### config.mk
export PLATFORM = sky130hd
export DESIGN_NAME = wdg_rstctl
export DESIGN_NICKNAME = d
export VERILOG_FILES = /design/src/rtl/wdg_pkg.sv /design/src/rtl/wdg_tick_gen.sv /design/src/rtl/wdg_countdown.sv /design/src/rtl/wdg_pulse.sv /design/src/rtl/wdg_rstctl.sv
export SDC_FILE = /design/constraint.sdc
export NUM_CORES = 1
export LEC_CHECK = 0
export BUFFER_PORTS_ARGS = -buffer_cell sky130_fd_sc_hd__buf_2
export CORE_ASPECT_RATIO = 1.5
export CORE_UTILIZATION = 40
export CTS_CLUSTER_DIAMETER = 150
export DETAILED_ROUTE_END_ITERATION = 10
export GPL_ROUTABILITY_DRIVEN = 0
export PLACE_DENSITY = 0.73
export REMOVE_ABC_BUFFERS = 1
export SYNTH_ARGS = -nofsm -noshare
export SYNTH_HDL_FRONTEND = slang
export SYNTH_HIERARCHICAL = 1
export SYNTH_SLANG_ARGS = --single-unit
### constraint.sdc
create_clock -name clk -period 6.89 [get_ports clk]
set_input_delay 1.378 -clock clk [delete_from_list [all_inputs] [get_ports clk]]
set_output_delay 1.378 -clock clk [all_outputs]
set_load 0.01 [all_outputs]
### src/rtl/wdg_pkg.sv
// Package: shared constants and helpers for the keyed watchdog.
// Assumes 32-bit bus data with the key byte in the top eight bits.
package wdg_pkg;

    localparam int unsigned DATA_W   = 32;
    localparam logic [7:0]  WR_KEY   = 8'h5A;
    localparam int unsigned OFF_CTRL = 32'h1C;
    localparam int unsigned OFF_STAT = 32'h20;
    localparam int unsigned OFF_CNT  = 32'h24;
    localparam int unsigned PART_W   = 6;
    localparam int unsigned STAT_W   = 2 * PART_W;
    localparam int unsigned FLAG_IDX = 3;   // partition bit 3 sits at status bit 6

    // Places partition bits on the even positions of the status word.
    function automatic logic [STAT_W-1:0] part_spread(input logic [PART_W-1:0] p);
        logic [STAT_W-1:0] s;
        s = '0;
        for (int i = 0; i < PART_W; i++) s[2*i] = p[i];
        return s;
    endfunction

    // Collects the even positions of a written word into a partition value.
    function automatic logic [PART_W-1:0] part_gather(input logic [STAT_W-1:0] s);
        logic [PART_W-1:0] p;
        for (int i = 0; i < PART_W; i++) p[i] = s[2*i];
        return p;
    endfunction

endpackage

### src/rtl/wdg_tick_gen.sv
// Module: tick prescaler. Emits a one-clock tick every DIV clocks while
// enabled; a synchronous clear restarts the phase from zero.
// Assumes DIV >= 1.
module wdg_tick_gen #(
    parameter int unsigned DIV = 16
) (
    input  logic clk,
    input  logic rst_n,
    input  logic clr,
    input  logic en,
    output logic tick
);
    generate
        if (DIV == 1) begin : g_pass
            assign tick = en && !clr;
        end else begin : g_div
            localparam int unsigned PRE_W = $clog2(DIV);
            localparam logic [PRE_W-1:0] LAST = PRE_W'(DIV - 1);
            logic [PRE_W-1:0] pre_q;

            assign tick = en && !clr && (pre_q == LAST);

            // Phase counter: holds at zero when cleared or disabled.
            always_ff @(posedge clk) begin
                if (!rst_n || clr || !en) pre_q <= '0;
                else if (pre_q == LAST)   pre_q <= '0;
                else                      pre_q <= pre_q + PRE_W'(1);
            end
        end
    endgenerate
endmodule

### src/rtl/wdg_countdown.sv
// Module: watchdog count register. Loads on a keyed write, falls by one per
// tick while armed, and flags expiry when it sits at zero while armed.
// Assumes load has priority over a tick in the same clock.
module wdg_countdown #(
    parameter int unsigned CNT_W = 20
) (
    input  logic             clk,
    input  logic             rst_n,
    input  logic             soft_rst_n,
    input  logic             load,
    input  logic [CNT_W-1:0] load_val,
    input  logic             tick,
    input  logic             armed,
    output logic [CNT_W-1:0] count,
    output logic             expire
);
    logic [CNT_W-1:0] cnt_q;

    // Count register: reload, or step down on a tick while armed.
    always_ff @(posedge clk) begin
        if (!rst_n || !soft_rst_n)               cnt_q <= '0;
        else if (load)                           cnt_q <= load_val;
        else if (armed && tick && cnt_q != '0)   cnt_q <= cnt_q - CNT_W'(1);
    end

    assign count  = cnt_q;
    assign expire = soft_rst_n && armed && (cnt_q == '0);
endmodule

### src/rtl/wdg_pulse.sv
// Module: reset request stretcher. A start strobe holds the request high for
// LEN clocks. Only the power-on reset clears it, so a warm reset cannot cut it.
// Assumes LEN >= 1.
module wdg_pulse #(
    parameter int unsigned LEN = 8
) (
    input  logic clk,
    input  logic rst_n,
    input  logic start,
    output logic req
);
    localparam int unsigned LEN_W = $clog2(LEN + 1);
    logic [LEN_W-1:0] left_q;

    // Remaining-length counter.
    always_ff @(posedge clk) begin
        if (!rst_n)             left_q <= '0;
        else if (start)         left_q <= LEN_W'(LEN);
        else if (left_q != '0)  left_q <= left_q - LEN_W'(1);
    end

    assign req = (left_q != '0);
endmodule

### src/rtl/wdg_rstctl.sv
// Module: keyed watchdog reset controller (top). It decodes the three
// registers, checks the write key, holds the control field and the
// partition status, and ties together the prescaler, the countdown and the
// request stretcher.
// Assumes single-cycle register accesses with combinational read data.
module wdg_rstctl
    import wdg_pkg::*;
#(
    parameter int unsigned ADDR_W     = 8,
    parameter int unsigned CNT_W      = 20,
    parameter int unsigned TICK_DIV   = 16,
    parameter int unsigned PULSE_CLKS = 8
) (
    input  logic              clk,
    input  logic              rst_n,
    input  logic              soft_rst_n,
    input  logic              bus_sel,
    input  logic              bus_wr,
    input  logic [ADDR_W-1:0] bus_addr,
    input  logic [31:0]       bus_wdata,
    output logic [31:0]       bus_rdata,
    output logic              wd_rst_req
);
    localparam logic [ADDR_W-1:0] A_CTRL = ADDR_W'(OFF_CTRL);
    localparam logic [ADDR_W-1:0] A_STAT = ADDR_W'(OFF_STAT);
    localparam logic [ADDR_W-1:0] A_CNT  = ADDR_W'(OFF_CNT);

    logic             key_ok, wr_ctrl, wr_stat, wr_cnt;
    logic [1:0]       ctrl_cfg;
    logic [PART_W-1:0] part_q, part_d;
    logic             armed, tick, expire;
    logic [CNT_W-1:0] cnt_q;
    logic             unused_wdata;

    assign unused_wdata = ^bus_wdata;

    // Write decode: only keyed writes reach a register.
    always_comb begin
        key_ok  = (bus_wdata[31:24] == WR_KEY);
        wr_ctrl = bus_sel && bus_wr && key_ok && (bus_addr == A_CTRL);
        wr_stat = bus_sel && bus_wr && key_ok && (bus_addr == A_STAT);
        wr_cnt  = bus_sel && bus_wr && key_ok && (bus_addr == A_CNT);
    end

    // Control field: expiry and warm reset clear it, keyed writes set it.
    always_ff @(posedge clk) begin
        if (!rst_n || !soft_rst_n) ctrl_cfg <= 2'b00;
        else if (expire)           ctrl_cfg <= 2'b00;
        else if (wr_ctrl)          ctrl_cfg <= bus_wdata[5:4];
    end

    assign armed = ctrl_cfg[1];

    // Next partition value: a keyed write first, then the expiry flag on top.
    always_comb begin
        part_d = part_q;
        if (wr_stat) part_d = part_gather(bus_wdata[STAT_W-1:0]);
        if (expire)  part_d[FLAG_IDX] = 1'b1;
    end

    // Status register: cleared only at power-on.
    always_ff @(posedge clk) begin
        if (!rst_n) part_q <= '0;
        else        part_q <= part_d;
    end

    wdg_tick_gen #(.DIV(TICK_DIV)) u_tick (
        .clk   (clk),
        .rst_n (rst_n),
        .clr   (wr_cnt || !soft_rst_n),
        .en    (armed),
        .tick  (tick)
    );

    wdg_countdown #(.CNT_W(CNT_W)) u_cnt (
        .clk        (clk),
        .rst_n      (rst_n),
        .soft_rst_n (soft_rst_n),
        .load       (wr_cnt),
        .load_val   (bus_wdata[CNT_W-1:0]),
        .tick       (tick),
        .armed      (armed),
        .count      (cnt_q),
        .expire     (expire)
    );

    wdg_pulse #(.LEN(PULSE_CLKS)) u_pulse (
        .clk   (clk),
        .rst_n (rst_n),
        .start (expire),
        .req   (wd_rst_req)
    );

    // Read mux: key byte and unused bits read as zero.
    always_comb begin
        bus_rdata = '0;
        if (bus_sel && !bus_wr) begin
            if (bus_addr == A_CTRL)      bus_rdata[5:4]        = ctrl_cfg;
            else if (bus_addr == A_STAT) bus_rdata[STAT_W-1:0] = part_spread(part_q);
            else if (bus_addr == A_CNT)  bus_rdata[CNT_W-1:0]  = cnt_q;
        end
    end
endmodule

==> run summary <==
Max-Slew Margin vs Limit -> 37.6%
Chip Width -> 65.1 µm
I/O pins -> 78
Synth area leader -> dfxtp_1
Rows -> 34
Port Buf Inserts -> 61
Clk sinks -> 36
Commonest non-fill, non-tap cell in the layout -> buf_2
Setup WS pre-CTS -> 2030 ps
Kind of critical path -> input port to primary output
Largest net degree at the start of global routing -> 36
Synth Register Bits -> 36
Cts hold-fix bufs -> 0
Placed Cells incl. Taps -> 406
GRT Total Usage -> 19.5%
CP Cell Sequence -> buf_2 -> or4_1 -> nor4_4 -> and2b_1 -> and2_1 -> buf_2
Root buf cell -> clkbuf_8
Power per cell area -> 173 nW/µm²
Maximum clock rate -> 0.206 GHz
Fin. Hold Viols -> 0
Total Wirelength -> 5.89 mm
Postcts setup bufs -> 0
Top delay family on crit path -> simple AND/OR/NAND/NOR gates
VDD IR max -> 0.0000758 V
WHS Path Cells -> 1
Slew @ Worst Pin -> 935 ps
CTS clk-pin slew, worst paths -> 70 ps
RSZ-0062 raised after global routing -> no
Fin crit period -> 4850 ps
Die area -> 6300 µm²
Register area share after synthesis -> 30.1%
Asr flop ratio synth -> 0%
Worst Setup Start Kind -> input port
P&R area growth vs syn -> 15.9%
N_diodes -> 0
Yosys warns -> 6
R2R Path Start -> u_tick/g_div.pre_q[0]$_SDFF_PP0_
CTS tree -> done
Leak pwr -> 1.09 nW
R2R depth -> 8
Fin worst setup slack -> 2040 ps
EDFF count, synth -> 0
Status -> finished, final reports clean
Worst EP required -> 5510 ps
Post-cts resize count -> 0
Initial antenna violation count -> 0
WL/cell -> 14.2 µm
Drt pass-1 iters -> 4
Syn Inst Count -> 286
Number of H-tree levels -> 2
Total power -> 0.480 mW
Fin. max-slew vios -> 0
CP Max Fanout -> 12
CP endpoint kind -> primary output
Layout cells sized above 1 -> 24.6%
Final antenna-violating net count -> 0
Worst-Skew Late Latency -> 290 ps
Vias in the first global route -> 2,143
Worst path most repeated cell -> buf_2
Syn Std Cell Area -> 2390 µm²
Share of the synthesized area in the top cell type -> 30.1%
Period utilization -> 70.4%
Final setup fails -> 0
Final core area utilization -> 47.9%
Core Region -> 5790 µm²
Max-Cap Viols -> 0
TNS Setup -> 0 ps
Worst path max stage delay -> 690 ps
WHS -> 447 ps
Area contributors post-synth -> dfxtp_1, a21oi_1, o21ai_0, buf_4, xnor2_1
CP max-delay cell -> or4_1
Commonest non-fill, non-tap cells in the layout -> buf_2, dfxtp_1, a21oi_1
DR iter-0 viols -> 127
Initial Utilization -> 41.3%
Hold Path Sink -> u_tick/g_div.pre_q[0]$_SDFF_PP0_
Cell area after layout -> 2770 µm²
Worst reg2reg path endpoint -> u_cnt/count[6]$_SDFFE_PP0P_
Worst Clk Skew -> 6.72 ps
Worst path buffer plus inverter count -> 2
Via count -> 2,255
Overflow after GRT -> 0
Synth Flop Type -> dfxtp_1
FF-to-FF setup slack -> 4370 ps
Placed cell area -> 2680 µm²
DRC -> 0
Worst hold path startpoint -> u_tick/g_div.pre_q[0]$_SDFF_PP0_
Yosys cell types -> 55
Clock tree buffer depth -> 2
First-pass GRT wire length -> 9.47 mm
Layout Nets -> 391
Crit path DAT -> 3480 ps
DIE HEIGHT -> 96.7 µm
Detailed Place HPWL -> 4.45 mm
Cts bufs inserted -> 5
Min-delay worst type -> flop to flop
Via-per-instance ratio -> 5.45
Syn Area/Cell -> 8.36 µm²
Non-Filler Instances -> 414
how the worst max path moves through the flow:
stage | startpoint | end | slack (ps) | cells past startpoint
floorplan | bus_addr[1] | bus_rdata[11] | 2560 | 4
global placement | bus_addr[1] | bus_rdata[1] | 2060 | 6
detailed placement | bus_addr[1] | bus_rdata[12] | 2030 | 6
CTS | bus_addr[1] | bus_rdata[12] | 2030 | 6
global route | bus_addr[1] | bus_rdata[13] | 1940 | 6
finish | bus_addr[1] | bus_rdata[13] | 2040 | 6
cells in the mapped netlist (all sizes together), types with 3 or more instances:
| master | number |
|---|---|
| nor4b | 3 |
| nor4 | 10 |
| and2 | 13 |
| clkbuf | 10 |
| a22oi | 6 |
| a21oi | 24 |
| xor2 | 9 |
| nand3 | 4 |
| dfxtp | 36 |
| ha | 5 |
| o21ai | 20 |
| nand2b | 4 |
| xnor2 | 11 |
| nand2 | 18 |
| nor2 | 22 |
| nor3b | 3 |
| and4b | 3 |
| a211oi | 3 |
| mux2i | 6 |
| or4 | 8 |
| o2111ai | 6 |
| nand4 | 4 |
| buf | 14 |
| nor3 | 6 |
| inv | 10 |
registers in the layout (all words and copies together), names as in the netlist:
signal / count
u_cnt/count: 20
ctrl_cfg: 2
u_tick/g_div.pre_q: 4
part_q: 6
u_pulse/left_q: 4
kinds of logic (layout without fill, tap and decap cells):
family,after synthesis,in the layout,synth area share [%]
xor gates and xnor gates,20,20,7.33
muxes,8,8,3.45
and+or+nand+nor,112,112,30.3
other,1,12,0.157
adders and majority gates,5,5,2.62
buffers and inverters,34,79,7.74
AOI/OAI and AO/OA,70,70,18.3
DFF,36,36,30.1
cell type report:
type / instances / area (µm²)
clock buffer: 8 / 90.1
fill: 608 / 3020
inverter: 10 / 37.5
multi-input combinational: 227 / 1530
sequential: 36 / 721
tap: 72 / 90.1
timing repair buffer: 61 / 305
metal layers:
metal	wire length (µm)	track usage, %
met5	0	0
met4	142	10.4
met3	308	3.77
met2	3100	34.6
met1	2340	20.9
report_power, final:
group | internal (mW) | switching [mW]
logic | 0.0437 | 0.0506
registers | 0.219 | 0.00792
clock network | 0.0816 | 0.0769
total | 0.345 | 0.135
Power figures use the tool's default switching activity.
